===== src/rtl/rhw_pkg.sv =====
`timescale 1ns/1ps
package rhw_pkg;
   typedef enum logic [3:0] {
      S_IDLE, S_FETCH, S_START, S_RD, S_PUSH,
      S_WAITD, S_WB, S_CMP, S_NEXT, S_HALT
   } rhw_state_e;

   localparam int unsigned CFG_CMP  = 0;
   localparam int unsigned CFG_EOL  = 1;
   localparam int unsigned CFG_WRAP = 2;
   localparam int unsigned DESC_WORDS = 4;
endpackage


===== src/rtl/rhw_ctx.sv =====
`timescale 1ns/1ps
module rhw_ctx #(
   parameter int AW   = 16,
   parameter int DW   = 32,
   parameter int CNTW = 8
) (
   input  logic            clk,
   input  logic            rst_n,
   input  logic            ld,
   input  logic [1:0]      sel,
   input  logic [DW-1:0]   wdata,
   output logic [AW-1:0]   rg_base,
   output logic            cmp_mode,
   output logic            eol,
   output logic            wrap,
   output logic [CNTW-1:0] nblk
);
   import rhw_pkg::*;

   if (AW > DW)   begin : g_aw_chk   $error("AW must not exceed DW");   end
   if (CNTW > DW) begin : g_cnt_chk  $error("CNTW must not exceed DW"); end

   logic unused_word;
   assign unused_word = ^wdata;

   always_ff @(posedge clk or negedge rst_n) begin
      if (!rst_n) begin
         rg_base  <= '0;
         cmp_mode <= 1'b0;
         eol      <= 1'b0;
         wrap     <= 1'b0;
         nblk     <= '0;
      end else if (ld) begin
         case (sel)
            2'd0: rg_base <= wdata[AW-1:0];
            2'd1: begin
               cmp_mode <= wdata[CFG_CMP];
               eol      <= wdata[CFG_EOL];
               wrap     <= wdata[CFG_WRAP];
            end
            2'd2: nblk <= wdata[CNTW-1:0];
            default: ;
         endcase
      end
   end
endmodule


===== src/rtl/rhw_walk_cnt.sv =====
`timescale 1ns/1ps
module rhw_walk_cnt #(
   parameter int AW   = 16,
   parameter int CNTW = 8,
   parameter int WPB  = 4
) (
   input  logic            clk,
   input  logic            rst_n,
   input  logic            clr,
   input  logic            step,
   input  logic [CNTW-1:0] blk_max,
   output logic [AW-1:0]   ofs,
   output logic            last
);
   localparam int WW = (WPB > 1) ? $clog2(WPB) : 1;

   if (WPB < 1) begin : g_wpb_chk $error("WPB must be at least 1"); end

   logic [CNTW-1:0] blk;
   logic            wlast;

   if (WPB == 1) begin : g_single
      assign wlast = 1'b1;
   end else begin : g_multi
      logic [WW-1:0] w;
      assign wlast = (w == WW'(WPB - 1));
      always_ff @(posedge clk or negedge rst_n) begin
         if (!rst_n)     w <= '0;
         else if (clr)   w <= '0;
         else if (step)  w <= wlast ? '0 : w + 1'b1;
      end
   end

   always_ff @(posedge clk or negedge rst_n) begin
      if (!rst_n) begin
         blk <= '0;
         ofs <= '0;
      end else if (clr) begin
         blk <= '0;
         ofs <= '0;
      end else if (step) begin
         ofs <= ofs + 1'b1;
         if (wlast) blk <= blk + 1'b1;
      end
   end

   assign last = wlast && (blk == blk_max);
endmodule


===== src/rtl/rhw_flags.sv =====
`timescale 1ns/1ps
module rhw_flags #(
   parameter int NREG    = 4,
   parameter int IDXW    = 2,
   parameter int IRQ_REG = 0
) (
   input  logic            clk,
   input  logic            rst_n,
   input  logic            set_en,
   input  logic [IDXW-1:0] set_idx,
   input  logic [NREG-1:0] clr,
   input  logic [NREG-1:0] mask,
   output logic [NREG-1:0] stat,
   output logic            irq
);
   logic [NREG-1:0] set_vec;
   logic            pend;

   assign set_vec = set_en ? (NREG'(1) << set_idx) : '0;
   assign pend    = |(stat & ~mask);

   always_ff @(posedge clk or negedge rst_n) begin
      if (!rst_n) stat <= '0;
      else        stat <= (stat & ~clr) | set_vec;
   end

   if (IRQ_REG != 0) begin : g_irq_reg
      always_ff @(posedge clk or negedge rst_n) begin
         if (!rst_n) irq <= 1'b0;
         else        irq <= pend;
      end
   end else begin : g_irq_comb
      assign irq = pend;
   end
endmodule


===== src/rtl/region_hash_walker.sv =====
`timescale 1ns/1ps
module region_hash_walker #(
   parameter int AW      = 16,
   parameter int DW      = 32,
   parameter int NREG    = 4,
   parameter int CNTW    = 8,
   parameter int WPB     = 4,
   parameter int DIGW    = 2,
   parameter int IRQ_REG = 0
) (
   input  logic                clk,
   input  logic                rst_n,
   input  logic                en,
   input  logic [AW-1:0]       desc_base,
   input  logic [AW-1:0]       hash_base,
   input  logic [NREG-1:0]     irq_mask,
   input  logic [NREG-1:0]     mis_clr,
   output logic                mem_req,
   output logic                mem_we,
   output logic [AW-1:0]       mem_addr,
   output logic [DW-1:0]       mem_wdata,
   input  logic                mem_ack,
   input  logic [DW-1:0]       mem_rdata,
   output logic                dg_start,
   output logic                dg_valid,
   output logic [DW-1:0]       dg_data,
   output logic                dg_last,
   input  logic                dg_ready,
   input  logic                dg_done,
   input  logic [DIGW*DW-1:0]  dg_digest,
   output logic [NREG-1:0]     mis_stat,
   output logic                irq
);
   import rhw_pkg::*;

   localparam int IDXW = (NREG > 1) ? $clog2(NREG) : 1;
   localparam int DCW  = (DIGW > 1) ? $clog2(DIGW) : 1;

   if (NREG < 1 || NREG > 4) begin : g_nreg_chk $error("NREG must be 1 to 4"); end
   if (DIGW < 1)             begin : g_digw_chk $error("DIGW must be at least 1"); end

   rhw_state_e         state;
   logic [IDXW-1:0]    idx;
   logic [1:0]         wcnt;
   logic [DCW-1:0]     dcnt;
   logic [DIGW*DW-1:0] dbuf;
   logic [DW-1:0]      rd_q;
   logic               miss_acc;

   logic [AW-1:0]      rg_base;
   logic               cmp_mode, eol, wrap;
   logic [CNTW-1:0]    nblk;
   logic [AW-1:0]      ofs;
   logic               cnt_last;
   logic [DW-1:0]      dword;
   logic               dlast, miss_now, set_en;

   rhw_ctx #(.AW(AW), .DW(DW), .CNTW(CNTW)) u_ctx (
      .clk(clk), .rst_n(rst_n),
      .ld(state == S_FETCH && mem_ack), .sel(wcnt), .wdata(mem_rdata),
      .rg_base(rg_base), .cmp_mode(cmp_mode), .eol(eol), .wrap(wrap), .nblk(nblk)
   );

   rhw_walk_cnt #(.AW(AW), .CNTW(CNTW), .WPB(WPB)) u_cnt (
      .clk(clk), .rst_n(rst_n),
      .clr(state == S_START), .step(state == S_PUSH && dg_ready),
      .blk_max(nblk), .ofs(ofs), .last(cnt_last)
   );

   rhw_flags #(.NREG(NREG), .IDXW(IDXW), .IRQ_REG(IRQ_REG)) u_flags (
      .clk(clk), .rst_n(rst_n),
      .set_en(set_en), .set_idx(idx), .clr(mis_clr), .mask(irq_mask),
      .stat(mis_stat), .irq(irq)
   );

   assign dword    = dbuf[32'(dcnt)*DW +: DW];
   assign dlast    = (dcnt == DCW'(DIGW - 1));
   assign miss_now = miss_acc || (mem_rdata != dword);
   assign set_en   = (state == S_CMP) && mem_ack && dlast && miss_now;

   assign mem_req   = (state == S_FETCH) || (state == S_RD) || (state == S_WB) || (state == S_CMP);
   assign mem_we    = (state == S_WB);
   assign mem_wdata = dword;
   assign dg_start  = (state == S_START);
   assign dg_valid  = (state == S_PUSH);
   assign dg_data   = rd_q;
   assign dg_last   = cnt_last;

   always_comb begin
      case (state)
         S_FETCH:      mem_addr = desc_base + (AW'(idx) << 2) + AW'(wcnt);
         S_RD:         mem_addr = rg_base + ofs;
         S_WB, S_CMP:  mem_addr = hash_base + AW'(idx) * AW'(DIGW) + AW'(dcnt);
         default:      mem_addr = '0;
      endcase
   end

   always_ff @(posedge clk or negedge rst_n) begin
      if (!rst_n) begin
         state    <= S_IDLE;
         idx      <= '0;
         wcnt     <= '0;
         dcnt     <= '0;
         dbuf     <= '0;
         rd_q     <= '0;
         miss_acc <= 1'b0;
      end else begin
         case (state)
            S_IDLE: if (en) begin
               idx   <= '0;
               wcnt  <= '0;
               state <= S_FETCH;
            end
            S_FETCH: if (mem_ack) begin
               wcnt <= wcnt + 1'b1;
               if (wcnt == 2'(DESC_WORDS - 1)) state <= S_START;
            end
            S_START: state <= S_RD;
            S_RD: if (mem_ack) begin
               rd_q  <= mem_rdata;
               state <= S_PUSH;
            end
            S_PUSH: if (dg_ready) state <= cnt_last ? S_WAITD : S_RD;
            S_WAITD: if (dg_done) begin
               dbuf     <= dg_digest;
               dcnt     <= '0;
               miss_acc <= 1'b0;
               state    <= cmp_mode ? S_CMP : S_WB;
            end
            S_WB: if (mem_ack) begin
               if (dlast) state <= S_NEXT;
               else       dcnt  <= dcnt + 1'b1;
            end
            S_CMP: if (mem_ack) begin
               miss_acc <= miss_now;
               if (dlast) state <= S_NEXT;
               else       dcnt  <= dcnt + 1'b1;
            end
            S_NEXT: begin
               wcnt <= '0;
               if (!en) begin
                  state <= S_IDLE;
               end else if (eol || idx == IDXW'(NREG - 1)) begin
                  if (wrap) begin
                     idx   <= '0;
                     state <= S_FETCH;
                  end else begin
                     state <= S_HALT;
                  end
               end else begin
                  idx   <= idx + 1'b1;
                  state <= S_FETCH;
               end
            end
            S_HALT: if (!en) state <= S_IDLE;
            default: state <= S_IDLE;
         endcase
      end
   end
endmodule


===== config.mk =====
export PLATFORM = sky130hd
export DESIGN_NAME = region_hash_walker
export DESIGN_NICKNAME = d
export VERILOG_FILES = /design/src/rtl/rhw_pkg.sv /design/src/rtl/rhw_ctx.sv /design/src/rtl/rhw_walk_cnt.sv /design/src/rtl/rhw_flags.sv /design/src/rtl/region_hash_walker.sv
export SDC_FILE = /design/constraint.sdc
export NUM_CORES = 1
export LEC_CHECK = 0
export ABC_AREA = 0
export BUFFER_PORTS_ARGS = -buffer_cell sky130_fd_sc_hd__buf_2
export CORE_MARGIN = 3
export CORE_UTILIZATION = 50
export CTS_CLUSTER_DIAMETER = 80
export DETAILED_ROUTE_END_ITERATION = 8
export GPL_ROUTABILITY_DRIVEN = 0
export PLACE_DENSITY_LB_ADDON = 0.08
export SYNTH_ARGS = -nofsm -noshare
export SYNTH_HDL_FRONTEND = slang
export SYNTH_SLANG_ARGS = --single-unit

===== constraint.sdc =====
create_clock -name clk -period 2.6 [get_ports clk]
set_input_delay 0.13 -clock clk [delete_from_list [all_inputs] [get_ports clk]]
set_output_delay 0.13 -clock clk [all_outputs]
set_load 0.005 [all_outputs]

## Word-level counts from Yosys, hierarchy flattened

Cells that the tools add are included.

| storage, ports and cells | value |
|---|---|
| register bits after elaboration | 163 |
| output and inout bits | 90 |
| word-level logic and storage cells | 132 |

| cells by class | value |
|---|---|
| $add $sub $neg | 11 |
| eq/ne operators | 28 |
| shifts and indexed selects | 2 |
| mux-type cells | 38 |
| bitwise gates (word level) | 5 |
| reduce and logical (&&, ||, !) cells | 32 |

Operator list:

| cell | count |
|---|---|
| indexed part select 64 x 7 -> 32 bit | 1 |
| 2-to-1 mux 4 bit | 13 |
| case mux 16 bit (3 select lines) | 1 |
| case mux 4 bit (9 select lines) | 1 |
| 2-to-1 mux 16 bit | 2 |
| inequality test 32 bit | 1 |
| 2-to-1 mux 8 bit | 3 |
| adder 16 x 1 -> 16 bit | 1 |
| adder 16 x 1 -> 16 bit, second input constant | 1 |
| adder 16 bit | 1 |
| adder 16 x 2 -> 16 bit | 1 |
| adder 16 x 3 -> 16 bit | 1 |
| adder 16 x 4 -> 16 bit | 1 |
| == test 4 x 3 -> 1 bit, second input constant | 4 |
| 2-to-1 mux 2 bit | 8 |
| inequality test 2 bit, second input constant | 7 |
| AND reduction 2 bit | 6 |
| nonzero test 2 bit | 5 |
| AND reduction 3 bit | 3 |
| AND reduction 9 bit | 1 |
| adder 8 x 1 -> 8 bit, second input constant | 1 |
| bitwise AND 4 bit | 2 |
| == test 2 bit, second input constant | 4 |
| == test 4 x 2 -> 1 bit, second input constant | 2 |
| 24 further kinds | 45 |

## Logic depth before layout (Yosys ltp)

Gate-level depths: netlist (run 1).

| logic depth | value |
|---|---|
| depth in word-level cells | 6 |
| gate-level depth with buffers | 9 |

## Modules after synthesis

From an unflattened synthesis (run 1), not the netlist that was laid out.

| unflattened totals | value |
|---|---|
| cells, all modules | 830 |
| area, all modules | 9,263.9 µm² |

Modules (own cells, without submodules):

| module | times used | cells an instance | area each (µm²) | sequential area each (µm²) |
|---|---|---|---|---|
| region_hash_walker | 1 | 613 | 6,653.9 | 2,652.5 |
| rhw_walk_cnt | 1 | 139 | 1,390.1 | 650.6 |
| rhw_ctx | 1 | 58 | 1,024.7 | 675.6 |
| rhw_flags | 1 | 20 | 195.2 | 100.1 |

## Worst setup path before layout (run 1)

No wires, ideal clock.

| timing | value |
|---|---|
| path type | reg2out |
| from | register u_cnt.ofs[0] |
| to | output port mem_addr[14] |
| data arrival time | 2.169 ns |
| required time | 2.470 ns |
| slack | 0.301 ns |
| cell stages (with the launch flop) | 9 |
| cell sequence | dfrtp_1 > ha_1 > fa_1 > a211oi_1 > o21ai_0 > a21oi_1 > o21ai_0 > mux2i_1 > a211o_1 |

| between the ends | value |
|---|---|
| longest elaborated chain between the ends | 2 |

Ends and longest elaborated chain:

| what | RTL line | text |
|---|---|---|
| from (decl) | rhw_walk_cnt.sv:12 | `output logic [AW-1:0] ofs,` |
| from (signal assigned) | rhw_walk_cnt.sv:42 | `ofs <= ofs + 1'b1;` |
| adder 16 bit | region_hash_walker.sv:92 | `S_RD: mem_addr = rg_base + ofs;` |
| case mux 16 bit (3 select lines) | region_hash_walker.sv:90 | `case (state)` |
| to (decl) | region_hash_walker.sv:20 | `output logic [AW-1:0] mem_addr,` |

Every way passes these cells.

## Worst setup path in the final report (run 1)

| timing | value |
|---|---|
| from | register wcnt[0] |
| to | output port mem_addr[6] |

| between the ends | value |
|---|---|
| longest elaborated chain between the ends | 2 |

Ends and longest elaborated chain:

| what | RTL line | text |
|---|---|---|
| from (decl) | region_hash_walker.sv:44 | `logic [1:0] wcnt;` |
| from (signal assigned) | region_hash_walker.sv:115 | `wcnt <= wcnt + 1'b1;` |
| adder 16 x 2 -> 16 bit | region_hash_walker.sv:91 | `S_FETCH: mem_addr = desc_base + (AW'(idx) << 2) + AW'(wcnt);` |
| case mux 16 bit (3 select lines) | region_hash_walker.sv:90 |  |

Every way passes these cells.

==> metrics.md, run 1 <==
| Metric | Value |
|---|---|
| Max clock buf depth | 2 |
| Detailed route wirelength on metal2 | 12.60 mm |
| DRC Markers | 0 |
| Drt wl/cell | 18.18 um |
| GRT Total Usage | 25.80% |
| RSZ-0062 raised after global routing | true |
| Ys Warns | 0 |
| Worst slew pin tran | 0.5886 ns |
| Netlist cell types | 62 |
| R2R cell count | 9 |
| Worst R2R Setup Slack | 0.19 ns |
| Max Cap Viol | 0 |
| Final max-slew violation count | 0 |
| Clock skew | 0.01155 ns |
| First-pass GRT wire length | 41.75 mm |
| Final setup vio count | 6 |
| Worst setup EP type | output port |
| Hold path cells | 2 |
| Primary FF master, synth | dfrtp_1 |
| Synth Instances | 823 |
| Initial Util | 51.19% |
| Sequential group share of total power | 33.8% |
| Initial DRT Pass Iterations | 4 |
| Commonest cells after routing, fill and taps aside | buf_2, dfrtp_1, mux2_2, dlygate4sd3_1, xor2_1 |
| Req. time, crit path | 2.47 ns |
| Clock network fraction of total power | 21.2% |
| Post-synth EDFFs | 0 |
| Cell area after synthesis | 9258 um^2 |
| Fin util | 70.45% |
| TritonCTS clock tree | yes |
| Psw | 4.268 mW |
| Num ports | 232 |
| Die Ht | 142.1 um |
| Worst Setup Start Kind | flip-flop |
| Num CTS Buffers | 17 |
| Synthesized area per cell | 11.25 um^2 |
| CTS root buf | clkbuf_16 |
| PD cells | 962.8 nW/um^2 |
| DR vias | 7748 |
| Seq/Total Area, Yosys | 44.06% |
| Failing checks | negative setup slack |
| Outcome | complete, but fails checks |
| Reg clk slew, reported paths | 0.06 ns |
| Core area | 18090 um^2 |
| Critical setup path kind | flip-flop to output port |
| Die area | 20180 um^2 |
| WL final | 25.85 mm |
| Grt ovf | 0 |
| # rows | 49 |
| Net Count, Synth | 1001 |
| Wl on met1 | 11.12 mm |
| Most common cell after layout, fill and taps aside | buf_2 |
| Largest net degree at the start of global routing | 67 |
| Clk sinks | 163 |
| Clock latency on the worst-skew pair | 0.42 ns |
| Cell area after placement | 10820 um^2 |
| Setup TNS | -0.5161 ns |
| Minimum clock period | 2.724 ns |
| Pleak | 6.094 nW |
| Port bufs | 231 |
| Switching Share | 34.79% |
| Fmax | 0.3671 GHz |
| Fraction of layout cells with a size suffix above 1 | 43.42% |
| # diodes | 0 |
| Htree depth | 4 |
| Internal power | 7.999 mW |
| Slew HR | 60.76% |
| Worst EP arrival | 2.59 ns |
| Vias in the first global route | 8155 |
| Worst setup margin | -0.1237 ns |
| Nets | 1358 |
| Final hold vios | 0 |
| Met3 WL | 1.570 mm |
| Max layer used | met4 |
| VDD IR-drop max | 609.4 uV |
| Worst Path Max Fanout | 6 |
| Post-route cell area | 12740 um^2 |
| Vias/cell | 5.449 |
| Tcrit/Tclk final | 104.8% |
| Synthesis-to-finish area growth | 37.63% |
| Comb pwr share | 45.0% |
| Detailed placement HPWL | 17.89 mm |
| Initial antenna violation count | 0 |
| Synthesized flop and latch total | 163 |
| Total power | 12.27 mW |
| Post-place setup slack | 0.04698 ns |
| DIE WIDTH | 142.1 um |
| Hold Path Class | input pin to flip-flop |
| Post-synth ARST share | 100.0% |
| Routed Antenna Nets | 0 |
| Number of DRC markers in iteration 0 | 321 |
## timing repair
item / 4_1_cts / 5_1_grt
setup buffers: 11 / 11
pin swaps: 19 / 26
endpoints found under the setup margin: 11 / 16
hold endpoints to repair: 143 / 0
hold buffers: 88 / 0
gates resized for setup: 30 / 34
## cells by family (layout without fill, tap and decap cells)
kind of cell	after synthesis	after routing	share of synthesized area [%]
DFF	163	163	44.06
xor gates and xnor gates	95	95	8.988
and+or+nand+nor	194	194	10.93
adders and majority gates	36	36	5.109
AOI/OAI and AO/OA	120	120	8.636
muxes	157	157	19.52
buffers and inverters	58	428	2.757
## final timing paths
path	from	endpoint
min in group asynchronous	rst_n	u_cnt.ofs[15]
setup reg to reg	dcnt	miss_acc
setup / recovery	wcnt[0]	mem_addr[6]
hold reg to reg	dbuf[30]	dbuf[30]
hold / removal	mem_rdata[5]	u_ctx.nblk[5]
max in group asynchronous	rst_n	dbuf[7]
## cells in the mapped netlist (all sizes together), types with 2 or more instances
cell type,n,share of area (%)
clkbuf,21,0.85
buf,14,0.97
and3,9,0.61
mux2i,5,0.54
nand2,44,1.8
a22oi,10,0.81
a22o,4,0.38
or3,6,0.46
and4,5,0.47
o31ai,3,0.24
o211ai,5,0.41
a21o,8,0.65
nor2b,3,0.20
nand3b,2,0.16
a211o,2,0.19
a211oi,2,0.16
o21ai,31,1.7
nor2,43,1.7
a21oi,21,1.2
xnor2,42,4.0
inv,23,0.93
dfrtp,163,44
ha,33,4.5
nor3,14,1.1
a32oi,2,0.19
fa,3,0.65
nor4,7,0.54
xor2,53,5.0
o2111ai,4,0.38
nand4,17,1.1
o22ai,10,0.68
o21bai,4,0.32
mux2,152,19
a21boi,2,0.16
o221ai,4,0.38
nand3,38,2.1
## routing by layer
metal / track usage (%) / vias up
met2: 43.20 / 259
met5: 0 / -
met1: 33.25 / 3756
met4: 8.081 / 0
met3: 6.183 / 39
li1: - / 3694
## layout make-up
cell class	instances	area [um^2]
fill	1327	5345
multi-input combinational	602	5174
sequential	163	4084
timing repair buffer	373	2501
clock buffer	21	460.4
tap	229	286.5
clock inverter	11	148.9
inverter	23	86.33
## power groups by stage
stage / Combinational (mW) / Clock (mW) / Sequential, mW
2_1_floorplan: 3.32 / 0 / 3.99
3_3_place_gp: 5.07 / 0 / 4.14
3_5_place_dp: 5.10 / 0 / 4.18
4_1_cts: 5.36 / 2.64 / 4.13
5_1_grt: 6.07 / 2.76 / 4.27
6_report: 5.52 / 2.60 / 4.15
## per-stage QoR
stage | cells | hold WS, ns
final | 1422 | 0.03468
after global routing | 1422 | 0.02275
after detailed placement | 1280 | 0.1338
after floorplan | 823 | -0.1656
after global placement | 1280 | 0.1357
after CTS | 1411 | 0.01032
## worst max-delay path, stage by stage (launching register included)
cell	delay [ns]
dfrtp_1	0.36
ha_2	0.20
inv_2	0.05
fa_2	0.39
nand2b_4	0.16
a21boi_2	0.15
buf_6	0.15
buf_4	0.11
o211ai_1	0.09
xnor2_1	0.16
a22oi_1	0.14
o21ai_1	0.10
buf_2	0.13
## sequential cells by signal, indices dropped and copies added (netlist names)
name,cells
u_ctx.rg_base,16
state,4
idx,2
u_cnt.blk,8
wcnt,2
dcnt,1
dg_data,32
u_ctx.wrap,1
u_flags.stat,4
u_ctx.eol,1
miss_acc,1
u_cnt.g_multi.w,2
u_ctx.nblk,8
u_cnt.ofs,16
u_ctx.cmp_mode,1
dbuf,64
Note: power is estimated with default switching activity, not from simulation.
==> inputs of run 2 (changes only) <==
--- a/config.mk
+++ b/config.mk
@@ -8,7 +8,7 @@
 export ABC_AREA = 0
 export BUFFER_PORTS_ARGS = -buffer_cell sky130_fd_sc_hd__buf_2
 export CORE_MARGIN = 3
-export CORE_UTILIZATION = 50
+export CORE_UTILIZATION = 54
 export CTS_CLUSTER_DIAMETER = 80
 export DETAILED_ROUTE_END_ITERATION = 8
 export GPL_ROUTABILITY_DRIVEN = 0
==> metrics.md, run 2 (synthesis gave the netlist of run 1 again) <==
| Metric | Value |
|---|---|
| Outcome | complete, but fails checks |
| Failing checks | negative setup slack |
| Initial Util | 55.43% |
| Clock latency on the worst-skew pair | 0.43 ns |
| Reg2reg start | dcnt |
| Die area | 18750 um^2 |
| Buf/Inv on CP | 3 |
| Nets | 1350 |
| Fraction of layout cells with a size suffix above 1 | 42.87% |
| R2R cell count | 9 |
| Worst R2R Setup Slack | 0.11 ns |
| Worst Setup Start Kind | flip-flop |
| Wl on met1 | 10.47 mm |
| R2r endpoint | u_flags.stat[0] |
| Cell area after placement | 10880 um^2 |
| Fmax | 0.3802 GHz |
| Placed Instances | 1271 |
| Vias in the first global route | 8119 |
| Critical Path Max Stage Delay | 0.36 ns |
| Detailed route wirelength on metal2 | 13.49 mm |
| CP cell instances | ha_2 > inv_2 > fa_2 > nand2b_4 > a21boi_2 > buf_6 > o2111ai_1 > xnor2_1 > a211o_1 > buf_2 |
| VDD IR-drop max | 798.1 uV |
| # rows | 47 |
| Clk sinks | 163 |
| Hold Path End | u_ctx.rg_base[10] |
| DR vias | 7781 |
| DIE WIDTH | 136.9 um |
| Detailed placement HPWL | 18.40 mm |
| Drt wl/cell | 18.78 um |
| Routed Antenna Nets | 0 |
| Hold Path Class | input pin to flip-flop |
| RSZ-0062 raised after global routing | true |
| Worst slew pin tran | 0.6332 ns |
| Worst setup margin | -0.03012 ns |
| Worst Path Max Fanout | 7 |
| Initial DRT Pass Iterations | 5 |
| Largest net degree at the start of global routing | 68 |
| Final max-slew violation count | 0 |
| Slowest-stage cell, CP | dfrtp_1 |
| FILL cells | 1126 |
| Number of DRC markers in iteration 0 | 358 |
| Critical setup path kind | flip-flop to output port |
| Htree depth | 4 |
| Die Ht | 136.9 um |
| Register with the most flip-flops | dbuf |
| CTS root buf | clkbuf_16 |
| Minimum clock period | 2.630 ns |
| Final hold vios | 0 |
| Post-route cell area | 12670 um^2 |
| Pleak | 6.056 nW |
| Commonest cells after routing, fill and taps aside | buf_2, dfrtp_1, mux2_2, dlygate4sd3_1, xor2_1 |
| Vias/cell | 5.538 |
| Core area | 16700 um^2 |
| Hold wc startpoint | mem_rdata[10] |
| Num ports | 232 |
| Final setup vio count | 2 |
| Num CTS Buffers | 17 |
| Most common cell after layout, fill and taps aside | buf_2 |
| Max Cap Viol | 0 |
| Reg clk slew, reported paths | 0.07 ns |
| Initial antenna violation count | 0 |
| DRC Markers | 0 |
| TritonCTS clock tree | yes |
| Met3 WL | 1.714 mm |
| Crit-path leading delay family | compound AO/OA/AOI/OAI gates |
| WL final | 26.39 mm |
| # diodes | 0 |
| Tcrit/Tclk final | 101.2% |
| Number of flip-flops in the largest register | 64 |
| Max clock buf depth | 2 |
| Port bufs | 231 |
| Post-Layout Cell Count | 1405 |
| Worst EP arrival | 2.50 ns |
| GRT Total Usage | 28.52% |
| Fin Hold WS | 0.01023 ns |
| Grt ovf | 0 |
| Hold path cells | 2 |
| Max layer used | met4 |
| Worst setup EP type | output port |
| PD cells | 965.0 nW/um^2 |
| Req. time, crit path | 2.47 ns |
| Clock skew | 0.01560 ns |
| Slew HR | 57.25% |
| Synthesis-to-finish area growth | 36.90% |
| First-pass GRT wire length | 41.63 mm |
## run 2: timing repair
item	4_1_cts	5_1_grt
buffers inserted	6	10
endpoints found under the hold margin	129	0
gates cloned	1	0
pin swaps	16	17
endpoints found under the setup margin	14	17
hold buffers	86	0
resized for setup	29	24
## run 2: worst max-delay path by stage
stage                      from               to  slack, ns  depth (start not counted)
2_1_floorplan      u_cnt.ofs[0]     mem_addr[14]       0.30                          8
3_3_place_gp               dcnt  u_flags.stat[0]      -0.05                          9
3_5_place_dp               dcnt  u_flags.stat[3]      -0.16                          9
4_1_cts        u_ctx.rg_base[0]     mem_addr[14]      -0.05                          9
5_1_grt        u_ctx.rg_base[0]      mem_addr[8]      -0.14                          9
6_report                wcnt[0]     mem_addr[14]      -0.03                         10
## run 2: cell type report
type / count / area [um^2] / area share [%]
multi-input combinational: 602 / 5116 / 40.37
sequential: 163 / 4088 / 32.25
timing repair buffer: 365 / 2500 / 19.73
clock buffer: 18 / 429.2 / 3.386
tap: 220 / 275.3 / 2.172
clock inverter: 14 / 178.9 / 1.412
inverter: 23 / 86.33 / 0.6812
## run 2: power by group
group          leakage (nW)  internal, mW  switching, mW  total (mW)
clock network         0.281          1.52           1.05        2.58
registers              2.06          3.53          0.672        4.20
logic                  3.72          2.88           2.57        5.45
total                  6.06          7.93           4.30        12.2
## run 2: layer usage
layer	track usage, %	up-vias
met2	49.95	253
met4	10.25	0
met3	7.279	56
met5	0	-
met1	33.89	3800
li1	-	3672
## run 2: through the flow
stage,worst slack (ns),power [mW],util (%),setup TNS [ns]
finish,-0.03012,12.23,75.88,-0.05518
global route,-0.1412,13.01,75.88,-0.7462
CTS,-0.04715,12.18,75.00,-0.06824
detailed placement,-0.1600,9.287,65.12,-0.7327
global placement,-0.04928,9.181,65.12,-0.2179
floorplan,0.3006,7.318,-,0
==> inputs of run 3 (changes only) <==
--- a/config.mk
+++ b/config.mk
@@ -7,8 +7,10 @@
 export LEC_CHECK = 0
 export ABC_AREA = 0
 export BUFFER_PORTS_ARGS = -buffer_cell sky130_fd_sc_hd__buf_2
+export CELL_PAD_IN_SITES_DETAIL_PLACEMENT = 2
+export CELL_PAD_IN_SITES_GLOBAL_PLACEMENT = 2
 export CORE_MARGIN = 3
-export CORE_UTILIZATION = 54
+export CORE_UTILIZATION = 34
 export CTS_CLUSTER_DIAMETER = 80
 export DETAILED_ROUTE_END_ITERATION = 8
 export GPL_ROUTABILITY_DRIVEN = 0
==> metrics.md, run 3 (synthesis gave the netlist of run 1 again) <==
| Metric | Value |
|---|---|
| Outcome | complete, but fails checks |
| Internal power | 7.980 mW |
| Worst Setup Start Kind | flip-flop |
| Number of flip-flops in the largest register | 64 |
| Register with the most flip-flops | dbuf |
| Cell area after placement | 10980 um^2 |
| Routed Antenna Nets | 0 |
| Switching Share | 40.21% |
| First-pass GRT wire length | 54.97 mm |
| Psw | 5.367 mW |
| Worst Path Max Fanout | 11 |
| Vias/cell | 5.312 |
| R2r endpoint | u_flags.stat[2] |
| DR vias | 8143 |
| Htree depth | 4 |
| Hold Path End | u_ctx.nblk[5] |
| Most common cell after layout, fill and taps aside | buf_2 |
| Die Ht | 171.0 um |
| DIE WIDTH | 171.0 um |
| Reg2reg start | dcnt |
| Die area | 29240 um^2 |
| Slew HR | 55.94% |
| R2R cell count | 10 |
| Vias in the first global route | 9213 |
| Fraction of layout cells with a size suffix above 1 | 44.90% |
| Reg clk slew, reported paths | 0.07 ns |
| Pleak | 6.111 nW |
| Synthesis-to-finish area growth | 40.92% |
| PD cells | 1023 nW/um^2 |
| Number of DRC markers in iteration 0 | 322 |
| Clk sinks | 163 |
| Clock network fraction of total power | 19.2% |
| Failing checks | negative setup slack |
| Worst slew pin tran | 0.6609 ns |
| Num CTS Buffers | 17 |
| Max clock buf depth | 2 |
| Largest net degree at the start of global routing | 66 |
| Grt ovf | 0 |
| Final hold vios | 0 |
| VDD IR-drop max | 477.0 uV |
| Initial DRT Pass Iterations | 4 |
| Final setup vio count | 10 |
| Critical setup path kind | flip-flop to flip-flop |
| Post-route cell area | 13050 um^2 |
| Detailed placement HPWL | 23.49 mm |
| Comb pwr share | 48.0% |
| Worst setup EP type | flip-flop |
| Initial Util | 35.03% |
| Commonest cells after routing, fill and taps aside | buf_2, dfrtp_1, mux2_2, dlygate4sd3_1, xor2_1 |
| Core area | 26430 um^2 |
| Num ports | 232 |
| Hold wc startpoint | mem_rdata[5] |
| CTS root buf | clkbuf_16 |
| Fin Hold WS | 0.01648 ns |
| Tcrit/Tclk final | 106.4% |
| Total power | 13.35 mW |
| Worst EP arrival | 3.07 ns |
| Hold path cells | 2 |
| Req. time, crit path | 2.91 ns |
| # rows | 59 |
| Worst setup margin | -0.1653 ns |
| Sequential group share of total power | 32.8% |
| Hold Path Class | input pin to flip-flop |
| Fmax | 0.3616 GHz |
| Worst R2R Setup Slack | -0.17 ns |
| DRC Markers | 0 |
| Clock skew | 0.01761 ns |
| Initial antenna violation count | 2 |
| RSZ-0062 raised after global routing | true |
| Port bufs | 231 |
| Final max-slew violation count | 0 |
| TritonCTS clock tree | yes |
| GRT Total Usage | 24.37% |
| Drt wl/cell | 25.54 um |
| Minimum clock period | 2.765 ns |
| Clock latency on the worst-skew pair | 0.44 ns |
| Nets | 1361 |
| Max Cap Viol | 0 |
| WL final | 39.16 mm |
==> run 3: changes by cell type in the layout (fill, tap and decap cells not counted), moves of 3 or more <==
cell	before	now
o21ai_0	21	18
buf_4	38	48
buf_12	9	6
a22oi_1	10	5
a22oi_2	0	5
ha_1	24	20
==> run 3: critical path, cell delays in order, from the launching register on <==
cell,delay [ns]
dfrtp_2,0.42
buf_6,0.13
buf_4,0.15
clkbuf_16,0.18
mux2_4,0.33
xor2_1,0.19
nor4_1,0.43
nand4_1,0.28
nor3_4,0.30
buf_12,0.15
o22ai_1,0.08
==> run 3: repair_timing <==
action	CTS	global route
hold buffers	88	0
setup endpoints to repair	17	17
gates cloned	0	1
hold endpoints to repair	146	0
pin swaps	20	23
gates resized for setup	52	33
buffers inserted	6	17
==> run 3: per-layer routing <==
| layer | routed length (um) | vias up | part of all wire [%] | GRT usage [%] |
|---|---|---|---|---|
| li1 | - | 3671 | - | - |
| met1 | 15430 | 4174 | 39 | 29.47 |
| met2 | 20670 | 244 | 53 | 43.98 |
| met3 | 2073 | 54 | 5.3 | 4.829 |
| met4 | 987 | 0 | 2.5 | 7.068 |
| met5 | 0 | - | 0 | 0 |
==> run 3: worst max-delay path by stage <==
stage / endpoint / cells after the start / slack [ns] / from
5_1_grt: mem_addr[14] / 9 / -0.31 / u_ctx.rg_base[0]
4_1_cts: mem_addr[8] / 9 / -0.16 / u_ctx.rg_base[0]
3_3_place_gp: u_flags.stat[1] / 7 / -0.11 / dcnt
3_5_place_dp: u_flags.stat[2] / 7 / -0.23 / dcnt
2_1_floorplan: mem_addr[14] / 8 / 0.30 / u_cnt.ofs[0]
6_report: u_flags.stat[2] / 10 / -0.17 / dcnt
==> run 3: metrics by stage <==
step	utilization (%)	std cells	setup TNS [ns]	setup slack [ns]
global placement	41.53	1387	-0.5183	-0.1092
floorplan	-	823	0	0.3006
global route	49.37	1533	-2.509	-0.3143
finish	49.37	1533	-1.312	-0.1653
CTS	48.08	1513	-0.6264	-0.1612
detailed placement	41.53	1387	-1.076	-0.2323
==> run 3: layout make-up <==
cell class,instances,area (um^2)
Clock inverter,13,138.9
Timing Repair Buffer,376,2571
Clock buffer,19,432.9
Tap cell,335,419.2
Antenna cell,2,5.005
Fill cell,2636,13380
Sequential cell,163,4089
Inverter,23,86.33
Multi-Input combinational cell,602,5304
==> run 3: power groups by stage <==
| stage | Combinational [mW] | Sequential [mW] | Clock [mW] |
|---|---|---|---|
| after floorplan | 3.32 | 3.99 | 0 |
| after global placement | 5.22 | 4.21 | 0 |
| after detailed placement | 5.39 | 4.27 | 0 |
| after CTS | 5.72 | 4.24 | 2.58 |
| after global routing | 6.92 | 4.49 | 2.71 |
| final | 6.41 | 4.38 | 2.56 |
